--- config.mk ---
export PLATFORM = sky130hd
export DESIGN_NAME = gsr_port_regbank
export DESIGN_NICKNAME = d
export VERILOG_FILES = /design/src/rtl/gsr_pkg.sv /design/src/rtl/gsr_sync.sv /design/src/rtl/gsr_access_filter.sv /design/src/rtl/gsr_regs.sv /design/src/rtl/gsr_bus_fsm.sv /design/src/rtl/gsr_port_regbank.sv
export SDC_FILE = /design/constraint.sdc
export NUM_CORES = 1
export LEC_CHECK = 0
export ABC_AREA = 1
export BUFFER_PORTS_ARGS = -buffer_cell sky130_fd_sc_hd__buf_2
export CORE_ASPECT_RATIO = 0.6
export CORE_MARGIN = 2
export CORE_UTILIZATION = 35
export CTS_CLUSTER_DIAMETER = 120
export DETAILED_ROUTE_END_ITERATION = 10
export PLACE_DENSITY = 0.64
export SYNTH_ARGS = -nofsm -noshare
export SYNTH_HDL_FRONTEND = slang
export SYNTH_SLANG_ARGS = --single-unit
--- constraint.sdc ---
create_clock -name clk -period 2.45 [get_ports clk]
set_clock_uncertainty 0.15 [all_clocks]
set_input_delay 0 -clock clk [delete_from_list [all_inputs] [get_ports clk]]
set_output_delay 0 -clock clk [all_outputs]
set_load 0.02 [all_outputs]
--- src/rtl/gsr_pkg.sv ---
package gsr_pkg;

    // Byte offsets of the register windows
    localparam int OFS_MODE    = 'h00;
    localparam int OFS_ODR     = 'h04;
    localparam int OFS_IDR     = 'h08;
    localparam int OFS_AF_BASE = 'h0C;
    localparam int OFS_SEC     = 'h14;

    // Decoded target of a bus access
    typedef enum logic [2:0] {
        KIND_NONE,
        KIND_MODE,
        KIND_ODR,
        KIND_IDR,
        KIND_AF,
        KIND_SEC
    } reg_kind_e;

    // Read response machine
    typedef enum logic {
        BUS_IDLE,
        BUS_RESP
    } bus_state_e;

endpackage

--- src/rtl/gsr_sync.sv ---
module gsr_sync #(
    parameter int WIDTH  = 16,
    parameter int STAGES = 2
) (
    input  logic             clk,
    input  logic             rst_n,
    input  logic [WIDTH-1:0] async_in,
    output logic [WIDTH-1:0] sync_out
);

    logic [WIDTH-1:0] stage_q [STAGES];

    always_ff @(posedge clk or negedge rst_n) begin
        if (!rst_n) begin
            for (int s = 0; s < STAGES; s++) begin
                stage_q[s] <= '0;
            end
        end else begin
            stage_q[0] <= async_in;
            for (int s = 1; s < STAGES; s++) begin
                stage_q[s] <= stage_q[s-1];
            end
        end
    end

    assign sync_out = stage_q[STAGES-1];

endmodule

--- src/rtl/gsr_access_filter.sv ---
module gsr_access_filter #(
    parameter int NUM_PINS = 16
) (
    input  logic                tz_enable,
    input  logic                bus_secure,
    input  logic [NUM_PINS-1:0] sec_attr,
    output logic                eff_secure,
    output logic [NUM_PINS-1:0] pin_allow
);

    // With protection off, every master counts as secure
    assign eff_secure = bus_secure | ~tz_enable;

    // A pin's fields are reachable by a secure master, or by anyone if the pin is open
    for (genvar p = 0; p < NUM_PINS; p++) begin : g_pin
        assign pin_allow[p] = eff_secure | ~sec_attr[p];
    end

endmodule

--- src/rtl/gsr_regs.sv ---
module gsr_regs
    import gsr_pkg::*;
#(
    parameter int NUM_PINS = 16,
    parameter int MODE_W   = 2,
    parameter int AF_W     = 4,
    parameter int DATA_W   = 32,
    parameter int AF_IDX_W = 1
) (
    input  logic                       clk,
    input  logic                       rst_n,
    input  logic                       wr_en,
    input  reg_kind_e                  kind,
    input  logic [AF_IDX_W-1:0]        af_idx,
    input  logic [DATA_W-1:0]          wdata,
    input  logic                       eff_secure,
    input  logic [NUM_PINS-1:0]        pin_allow,
    input  logic [NUM_PINS-1:0]        pin_sync,
    output logic [NUM_PINS*MODE_W-1:0] mode_q,
    output logic [NUM_PINS-1:0]        odr_q,
    output logic [NUM_PINS-1:0]        idr_q,
    output logic [NUM_PINS*AF_W-1:0]   af_q,
    output logic [NUM_PINS-1:0]        sec_q
);

    localparam int PINS_PER_AFR = DATA_W / AF_W;

    always_ff @(posedge clk or negedge rst_n) begin
        if (!rst_n) begin
            mode_q <= '0;
            odr_q  <= '0;
            idr_q  <= '0;
            af_q   <= '0;
            sec_q  <= '1;
        end else begin
            idr_q <= pin_sync;
            if (wr_en) begin
                for (int p = 0; p < NUM_PINS; p++) begin
                    if (pin_allow[p]) begin
                        unique case (kind)
                            KIND_MODE: mode_q[p*MODE_W +: MODE_W] <= wdata[p*MODE_W +: MODE_W];
                            KIND_ODR:  odr_q[p] <= wdata[p];
                            KIND_AF: begin
                                if (af_idx == AF_IDX_W'(p / PINS_PER_AFR)) begin
                                    af_q[p*AF_W +: AF_W] <= wdata[(p % PINS_PER_AFR)*AF_W +: AF_W];
                                end
                            end
                            default: ;
                        endcase
                    end
                end
                if (kind == KIND_SEC && eff_secure) begin
                    sec_q <= wdata[NUM_PINS-1:0];
                end
            end
        end
    end


    sec_write_only_chk: assert property (@(posedge clk) disable iff (!rst_n)
        !(wr_en && kind == KIND_SEC && eff_secure) |=> $stable(sec_q));

    for (genvar p = 0; p < NUM_PINS; p++) begin : g_guard

        locked_pin_hold_chk: assert property (@(posedge clk) disable iff (!rst_n)
            (wr_en && !pin_allow[p]) |=>
                ($stable(mode_q[p*MODE_W +: MODE_W]) && $stable(odr_q[p]) &&
                 $stable(af_q[p*AF_W +: AF_W])));
    end

endmodule

--- src/rtl/gsr_bus_fsm.sv ---
module gsr_bus_fsm
    import gsr_pkg::*;
#(
    parameter int NUM_PINS = 16,
    parameter int MODE_W   = 2,
    parameter int AF_W     = 4,
    parameter int DATA_W   = 32,
    parameter int AF_IDX_W = 1
) (
    input  logic                       clk,
    input  logic                       rst_n,
    input  logic                       bus_re,
    input  reg_kind_e                  kind,
    input  logic [AF_IDX_W-1:0]        af_idx,
    input  logic [NUM_PINS-1:0]        pin_allow,
    input  logic [NUM_PINS*MODE_W-1:0] mode_q,
    input  logic [NUM_PINS-1:0]        odr_q,
    input  logic [NUM_PINS-1:0]        idr_q,
    input  logic [NUM_PINS*AF_W-1:0]   af_q,
    input  logic [NUM_PINS-1:0]        sec_q,
    output logic [DATA_W-1:0]          bus_rdata,
    output logic                       bus_rvalid
);

    localparam int PINS_PER_AFR = DATA_W / AF_W;

    bus_state_e        state_q, state_d;
    logic [DATA_W-1:0] rd_next;
    logic [DATA_W-1:0] rdata_q;

    // Filtered read mux
    always_comb begin
        rd_next = '0;
        unique case (kind)
            KIND_MODE: begin
                for (int p = 0; p < NUM_PINS; p++) begin
                    rd_next[p*MODE_W +: MODE_W] = pin_allow[p] ? mode_q[p*MODE_W +: MODE_W] : '0;
                end
            end
            KIND_ODR: rd_next[NUM_PINS-1:0] = odr_q & pin_allow;
            KIND_IDR: rd_next[NUM_PINS-1:0] = idr_q & pin_allow;
            KIND_AF: begin
                for (int p = 0; p < NUM_PINS; p++) begin
                    if (af_idx == AF_IDX_W'(p / PINS_PER_AFR)) begin
                        rd_next[(p % PINS_PER_AFR)*AF_W +: AF_W] =
                            pin_allow[p] ? af_q[p*AF_W +: AF_W] : '0;
                    end
                end
            end
            KIND_SEC: rd_next[NUM_PINS-1:0] = sec_q;
            default: rd_next = '0;
        endcase
    end

    // Next-state: read-issue, read-chain, read-done
    always_comb begin
        state_d = state_q;
        unique case (state_q)
            BUS_IDLE: if (bus_re)  state_d = BUS_RESP;
            BUS_RESP: if (!bus_re) state_d = BUS_IDLE;
            default:  state_d = BUS_IDLE;
        endcase
    end

    // State register
    always_ff @(posedge clk or negedge rst_n) begin
        if (!rst_n) state_q <= BUS_IDLE;
        else        state_q <= state_d;
    end

    // Output register
    always_ff @(posedge clk or negedge rst_n) begin
        if (!rst_n)      rdata_q <= '0;
        else if (bus_re) rdata_q <= rd_next;
    end

    assign bus_rdata  = rdata_q;
    assign bus_rvalid = (state_q == BUS_RESP);


    resp_follows_strobe_chk: assert property (@(posedge clk) disable iff (!rst_n)
        bus_re |=> bus_rvalid);


    no_spurious_resp_chk: assert property (@(posedge clk) disable iff (!rst_n)
        !bus_re |=> !bus_rvalid);


    locked_level_reads_zero_chk: assert property (@(posedge clk) disable iff (!rst_n)
        (bus_re && kind == KIND_ODR) |=>
            ((bus_rdata[NUM_PINS-1:0] & ~$past(pin_allow)) == '0));

endmodule

--- src/rtl/gsr_port_regbank.sv ---
module gsr_port_regbank
    import gsr_pkg::*;
#(
    parameter int NUM_PINS    = 16,
    parameter int MODE_W      = 2,
    parameter int AF_W        = 4,
    parameter int DATA_W      = 32,
    parameter int ADDR_W      = 8,
    parameter int SYNC_STAGES = 2
) (
    input  logic                       clk,
    input  logic                       rst_n,
    input  logic                       tz_enable,
    input  logic [ADDR_W-1:0]          bus_addr,
    input  logic [DATA_W-1:0]          bus_wdata,
    input  logic                       bus_we,
    input  logic                       bus_re,
    input  logic                       bus_secure,
    output logic [DATA_W-1:0]          bus_rdata,
    output logic                       bus_rvalid,
    input  logic [NUM_PINS-1:0]        pin_in,
    output logic [NUM_PINS*MODE_W-1:0] pin_mode,
    output logic [NUM_PINS-1:0]        pin_out,
    output logic [NUM_PINS*AF_W-1:0]   pin_afsel,
    output logic [NUM_PINS-1:0]        pin_secure
);

    localparam int PINS_PER_AFR = DATA_W / AF_W;
    localparam int AF_REGS      = (NUM_PINS + PINS_PER_AFR - 1) / PINS_PER_AFR;
    localparam int AF_IDX_W     = (AF_REGS > 1) ? $clog2(AF_REGS) : 1;
    localparam int WORD_W       = ADDR_W - 2;

    reg_kind_e            kind;
    logic [AF_IDX_W-1:0]  af_idx;
    logic [WORD_W-1:0]    word;
    logic                 eff_secure;
    logic [NUM_PINS-1:0]  pin_allow;
    logic [NUM_PINS-1:0]  pin_sync;
    logic [NUM_PINS-1:0]  idr_q;
    logic [NUM_PINS-1:0]  sec_q;

    // Address decode: only word-aligned offsets hit a register
    assign word = bus_addr[ADDR_W-1:2];

    always_comb begin
        kind   = KIND_NONE;
        af_idx = '0;
        if (bus_addr[1:0] == 2'b00) begin
            if (word == WORD_W'(OFS_MODE / 4)) begin
                kind = KIND_MODE;
            end else if (word == WORD_W'(OFS_ODR / 4)) begin
                kind = KIND_ODR;
            end else if (word == WORD_W'(OFS_IDR / 4)) begin
                kind = KIND_IDR;
            end else if (word == WORD_W'(OFS_SEC / 4)) begin
                kind = KIND_SEC;
            end else if (word >= WORD_W'(OFS_AF_BASE / 4) &&
                         word <  WORD_W'(OFS_AF_BASE / 4 + AF_REGS)) begin
                kind   = KIND_AF;
                af_idx = AF_IDX_W'(word - WORD_W'(OFS_AF_BASE / 4));
            end
        end
    end

    gsr_sync #(
        .WIDTH  (NUM_PINS),
        .STAGES (SYNC_STAGES)
    ) u_sync (
        .clk      (clk),
        .rst_n    (rst_n),
        .async_in (pin_in),
        .sync_out (pin_sync)
    );

    gsr_access_filter #(
        .NUM_PINS (NUM_PINS)
    ) u_filter (
        .tz_enable  (tz_enable),
        .bus_secure (bus_secure),
        .sec_attr   (sec_q),
        .eff_secure (eff_secure),
        .pin_allow  (pin_allow)
    );

    gsr_regs #(
        .NUM_PINS (NUM_PINS),
        .MODE_W   (MODE_W),
        .AF_W     (AF_W),
        .DATA_W   (DATA_W),
        .AF_IDX_W (AF_IDX_W)
    ) u_regs (
        .clk        (clk),
        .rst_n      (rst_n),
        .wr_en      (bus_we),
        .kind       (kind),
        .af_idx     (af_idx),
        .wdata      (bus_wdata),
        .eff_secure (eff_secure),
        .pin_allow  (pin_allow),
        .pin_sync   (pin_sync),
        .mode_q     (pin_mode),
        .odr_q      (pin_out),
        .idr_q      (idr_q),
        .af_q       (pin_afsel),
        .sec_q      (sec_q)
    );

    gsr_bus_fsm #(
        .NUM_PINS (NUM_PINS),
        .MODE_W   (MODE_W),
        .AF_W     (AF_W),
        .DATA_W   (DATA_W),
        .AF_IDX_W (AF_IDX_W)
    ) u_bus (
        .clk        (clk),
        .rst_n      (rst_n),
        .bus_re     (bus_re),
        .kind       (kind),
        .af_idx     (af_idx),
        .pin_allow  (pin_allow),
        .mode_q     (pin_mode),
        .odr_q      (pin_out),
        .idr_q      (idr_q),
        .af_q       (pin_afsel),
        .sec_q      (sec_q),
        .bus_rdata  (bus_rdata),
        .bus_rvalid (bus_rvalid)
    );

    assign pin_secure = sec_q;

    // Cycles since reset, saturating; supports the checks below
    logic [1:0] cyc_q;
    always_ff @(posedge clk or negedge rst_n) begin
        if (!rst_n)              cyc_q <= '0;
        else if (cyc_q != 2'd3)  cyc_q <= cyc_q + 2'd1;
    end


    reset_values_chk: assert property (@(posedge clk) disable iff (!rst_n)
        (cyc_q == 2'd0) |-> (pin_secure == '1 && pin_mode == '0 && pin_out == '0 &&
                             pin_afsel == '0 && !bus_rvalid));


    input_latency_chk: assert property (@(posedge clk) disable iff (!rst_n)
        (cyc_q == 2'd3) |-> (idr_q == $past(pin_in, 3)));


    open_mode_sec_write_chk: assert property (@(posedge clk) disable iff (!rst_n)
        (!tz_enable && bus_we && kind == KIND_SEC) |=>
            (pin_secure == $past(bus_wdata[NUM_PINS-1:0])));

endmodule

Yosys cells after proc, flatten, opt, wreduce, memory -nomap -nowiden --
Cells that the tools add are included.
Word-level totals: bits in registers 209, bits in latches 0, bits in writable memories 0, memory bits (read-only) 0, output and inout bits 161, memories kept 0
Cells by class: add/subtract/negate cells 1, multiply operators 0, divide/modulo/power cells 0, $lt $le $gt $ge 2, equality and inequality tests 8, shift-type cells 0, multiplexer cells 55, bitwise gates (word level) 37, reduce and logical (&&, ||, !) cells 53
Operators by type and width (number):
- 4-bit 2-to-1 mux | 24
- 3-bit AND reduction | 32
- 16-bit case mux with 5 select lines | 1
- 4-bit AND reduction | 16
- 16-bit AND | 2
- 2-bit 2-to-1 mux | 16
- 16-bit case mux with 2 select lines | 1
- 3-bit 2-to-1 mux | 6
- 1-bit NOT | 18
- 1-bit OR | 17
- 1-bit 2-to-1 mux | 7
- 3-bit by 2-bit equality test with 1-bit output, second input constant | 2
- 3-bit equality test, second input constant | 2
- 6-bit by 1-bit equality test with 1-bit output, second input constant | 1
- 6-bit by 2-bit equality test with 1-bit output, second input constant | 1
- 6-bit by 3-bit equality test with 1-bit output, second input constant | 1
- 6-bit by 2-bit greater-or-equal comparator with 1-bit output, second input constant | 1
- 6-bit zero test | 1
- 6-bit by 3-bit less-than comparator with 1-bit output, second input constant | 1
- 3-bit by 1-bit equality test with 1-bit output, second input constant | 1
- 1-bit logical AND | 2
- 2-bit zero test | 1
- 2-bit AND reduction | 1
- 1-bit subtractor, second input constant | 1

Logic depth before layout (Yosys ltp) --
word-level depth 11, depth in mapped cells 13, mapped depth without buffers 11

Modules after synthesis --
From an unflattened synthesis, not the netlist that was laid out.
Second synthesis, totals: cells, all modules 1215, area total of the unflattened synthesis 9850.7 um^2
Modules (own cells, without submodules):
- gsr_regs | times used 1, cells an instance 685, area each 5984.5 um^2, sequential area each 3623.5 um^2
- gsr_bus_fsm | times used 1, cells an instance 440, area each 2727.6 um^2, sequential area each 825.8 um^2
- gsr_sync | times used 1, cells an instance 48, area each 920.9 um^2, sequential area each 800.8 um^2
- gsr_access_filter | times used 1, cells an instance 21, area each 126.4 um^2, sequential area each 0.0 um^2
- gsr_port_regbank | times used 1, cells an instance 21, area each 91.3 um^2, sequential area each 0.0 um^2

Least setup slack after synthesis --
OpenSTA, ideal clock, no wires.
path kind register -> register, start register u_regs.sec_q[9], end register u_bus.rdata_q[6], in the netlist u_bus.bus_rdata[6], library setup time 0.117 ns, data arrival time 1.205 ns, required time 2.183 ns, setup slack 0.977 ns, cell stages (with the launch flop) 8, cell sequence dfstp_2 nand2_1 nand2_1 nand3_1 nand3_1 nand2_1 nor2_1 nor2_1
On the way: longest elaborated chain between the ends 5
Ends and longest elaborated chain:
- start, declared | RTL line gsr_regs.sv:23 | output logic [NUM_PINS-1:0] sec_q
- start signal, assigned | RTL line gsr_regs.sv:53 | sec_q <= wdata[NUM_PINS-1:0];
- 1-bit NOT | RTL line gsr_access_filter.sv:16 | assign pin_allow[p] = eff_secure | ~sec_attr[p];
- 1-bit OR | RTL line gsr_access_filter.sv:16
- 4-bit 2-to-1 mux | RTL line gsr_bus_fsm.sv:46 | pin_allow[p] ? af_q[p*AF_W +: AF_W] : '0;
- 4-bit 2-to-1 mux | RTL line gsr_bus_fsm.sv:44 | if (af_idx == AF_IDX_W'(p / PINS_PER_AFR)) begin
- 16-bit case mux with 5 select lines | RTL line gsr_bus_fsm.sv:34 | unique case (kind)
- end signal, assigned | RTL line gsr_bus_fsm.sv:74 | else if (bus_re) rdata_q <= rd_next;
- end, declared | RTL line gsr_bus_fsm.sv:29 | logic [DATA_W-1:0] rdata_q;
Every way passes these cells. A chain may end at the register's enable or synchronous reset.

Final worst setup path --
start register u_regs.sec_q[6], end register u_regs.af_q[25]
On the way: longest elaborated chain between the ends 3
Ends and longest elaborated chain:
- 1-bit NOT | RTL line gsr_access_filter.sv:16
- 1-bit OR | RTL line gsr_access_filter.sv:16
- 4-bit AND reduction (no line)
- end signal, assigned by index | RTL line gsr_regs.sv:45 | af_q[p*AF_W +: AF_W] <= wdata[(p % PINS_PER_AFR)*AF_W +: AF_W];
- end, declared | RTL line gsr_regs.sv:22 | output logic [NUM_PINS*AF_W-1:0] af_q,
Every way passes these cells.

==> impl_metrics.ini <==
[cts]
cts_tree = built
cts.sinks = 209
ctsLongestPathBuffers = 3
root_buffer = clkbuf_16
clock_latency_ps = 520
h-tree-depth = 1
cts_resized = 0
cts_made_buffers = 21
path_clk_slew_ps = 70

[die]
core-area_mm2 = 0.02539
initial_utilization_pct = 35.85
io_pins = 223
dieArea_mm2 = 0.02736
die_w_um = 212.2
die_h_um = 128.9
rows = 45

[global_routing]
grt_pass1_vias = 8171
track_usage_pct = 24.29
grt_max_degree = 59
grt_pass1_wl_mm = 49.92
grt_overflow = 0
antenna_found_initial = 1

[placement]
gp_routability_congestion = 0.8671
io_buffers = 222
hpwl_mm = 22.59

[status]
outcome = completed

[synth]
synth_cells = 1068
netlist_area_mm2 = 0.009102
avgSynthCellArea_um2 = 8.523
synth-seq-area-share_pct = 57.68
ys_types = 25
ys_seq_elements = 209
synth_nets = 1130
synth-warning-count = 0

[detailed_routing]
vias = 8731
drt_pass1_iterations = 8
wire_per_inst_um = 18.98
postRouteWirelength_mm = 33.01
ant_nets = 0
route.detailed.drc = 0
drt_iter0_drc = 933
avgViaCountPerCell = 5.021

[timing]
max_slew_margin_pct = 60.00
drv_slew = 0
period_minus_slack_ps = 2154
tns_ps = 0
final-setup-viol-count = 0
report.final.hold_viol_count = 0
finalCritPeriodShare_pct = 87.92
max_freq_mhz = 464.2
tightest_slew_ps = 598.6
grt_setup_unrepaired = no

[run]
maxCapViolCount = 0

[final_layout]
nFillCells = 2451
multiInputGateArea_mm2 = 0.003456
areaGrowthSynthToFinish_pct = 33.77
register_area_mm2 = 0.005250
fin_util_pct = 47.95
drive_gt1_share_pct = 24.39
nets = 1433

[worst_setup_path]
critPathMaxFanout = 10
critical_path.most_common_cell = nand2_1
cp_slowest_cell = dfstp_2
start_kind = register
path_cells = nand2_1 > nand3_2 > nand2_1 > o21ai_1 > dlygate4sd3_1
required_ps = 2760
r2r_setup_slack_ps = 300
end_kind = register
critPathTopFamily = simple AND/OR/NAND/NOR gates
crit_arrival_ps = 2460
critical_path_class = reg -> reg
slowest_delay_ps = 560
critical_path_buf_inv_count = 1

[power]
p_leak_nw = 6.105
cellPowerDensity_mw_per_mm2 = 702.0
peakVddDrop_v = 0.0005047

[worst_hold_path]
min_path_type = in -> reg
## routing by layer
metal / wire, um / GRT usage (%) / vias to the layer above
li1: - / - / 4118
met2: 13430 / 33.89 / 406
met3: 3237 / 6.029 / 40
met1: 15790 / 37.70 / 4167
met4: 550 / 5.012 / 0
met5: 0 / 0 / -
## layout make-up
class,instances,area share (%)
inverters,57,1.757
well taps,352,3.617
diodes,1,0.02055
multi-input cells,764,28.38
clock inverters,12,1.110
flip-flops and latches,209,43.12
repair buffers,318,17.20
clock buffers,26,4.799
## sequential cells by signal, summed over array words and instances, names as in the netlist
| name | cells |
|---|---|
| u_regs.af_q | 64 |
| u_bus.bus_rdata | 32 |
| u_regs.mode_q | 32 |
| u_regs.idr_q | 16 |
| u_regs.odr_q | 16 |
| u_regs.sec_q | 16 |
| u_sync.stage_q | 16 |
| u_sync.sync_out | 16 |
| u_bus.bus_rvalid | 1 |
## final timing paths
check                                                 end                         start  depth (start not counted)
hold / removal             u_bus.bus_rdata[1]$_DFFE_PN0P_                   bus_addr[1]                          8
min in group asynchronous     u_regs.sec_q[7]$_DFFE_PN1P_                         rst_n                          3
hold reg to reg              u_sync.sync_out[7]$_DFF_PN0_  u_sync.stage_q[23]$_DFF_PN0_                          0
setup reg to reg              u_regs.af_q[25]$_DFFE_PN0P_   u_regs.sec_q[6]$_DFFE_PN1P_                          5
setup / recovery              u_regs.af_q[25]$_DFFE_PN0P_   u_regs.sec_q[6]$_DFFE_PN1P_                          5
max in group asynchronous    u_regs.sec_q[15]$_DFFE_PN1P_                         rst_n                          4
## what timing repair did
| item | CTS | global route |
|---|---|---|
| hold buffers | 74 | 0 |
| buffers inserted | 0 | 0 |
| hold endpoints to repair | 367 | 0 |
## logic make-up (layout without fill, tap and decap cells)
| kind of cell | after synthesis | after routing | share of synthesized area [%] |
|---|---|---|---|
| other | 0 | 1 | 0 |
| AND/OR/NAND/NOR | 617 | 617 | 29.42 |
| AO/OA/AOI/OAI | 147 | 147 | 8.467 |
| flip-flops | 209 | 209 | 57.68 |
| buffers and inverters | 95 | 413 | 4.440 |
## Yosys cell counts
cell type,number,area [um2]
nand2_1,387,1453
o21ai_2,1,8.760
a31oi_1,16,100.1
o21ai_1,34,170.2
buf_4,1,7.510
buf_6,4,45.04
nand3_2,17,170.2
dfstp_2,16,420.4
nor2_4,4,45.04
a21oi_1,1,5.000
nand3_1,86,430.4
nand4_1,32,200.2
nor2_2,4,25.02
inv_2,5,18.77
dfrtp_1,193,4830
buf_1,1,3.750
buf_2,11,55.05
o21ai_0,94,470.5
inv_1,52,195.2
nand4_2,1,12.51
nand2_2,5,31.28
a21oi_4,1,16.27
nor2_1,80,300.3
clkbuf_1,21,78.83
nor3_2,1,10.01
## cells in the final DEF (no fill, tap or decap), types with 3 or more instances in the layout
cell type      Yosys  final
nor2_1            80     79
nand3_1           86     86
o21ai_0           94     94
dfstp_2           16     16
dfrtp_1          193    193
inv_2              5      5
nor2_4             4      5
buf_4              1     18
buf_2             11    221
nor2_2             4      4
a31oi_1           16     16
dlygate4sd3_1      0     73
inv_1             52     52
nand4_1           32     32
clkbuf_16          0     21
clkinv_2           0      3
clkbuf_8           0      4
o21ai_1           34     34
nand2_2            5      5
nand3_2           17     17
clkinvlp_4         0      3
nand2_1          387    387
buf_12             0      4
## report_power, final
group	switching, W	internal [W]	total [W]
clock	0.00145	0.00193	0.00338
combinational	0.000789	0.000451	0.00124
sequential	0.000214	0.00371	0.00393
## worst min-delay path: stages
cell,delay [ps]
buf_2,70
nor2_1,70
nand2_2,120
a21oi_4,110
nand3_1,100
nand3_1,70
nor2_1,90
nor2_1,40
## metrics by stage
step	cells	total power, W	area, um2	worst slack (ps)	hold slack (ps)
2_1_floorplan	1068	0.004561	9102	977.4	-445.6
3_3_place_gp	1626	0.005099	10700	475.2	-186.4
3_5_place_dp	1626	0.005122	10700	448.0	-188.5
4_1_cts	1738	0.008614	12170	297.8	27.47
5_1_grt	1738	0.008922	12170	147.4	74.05
6_report	1739	0.008548	12180	295.9	46.27
Power figures use the tool's default switching activity.
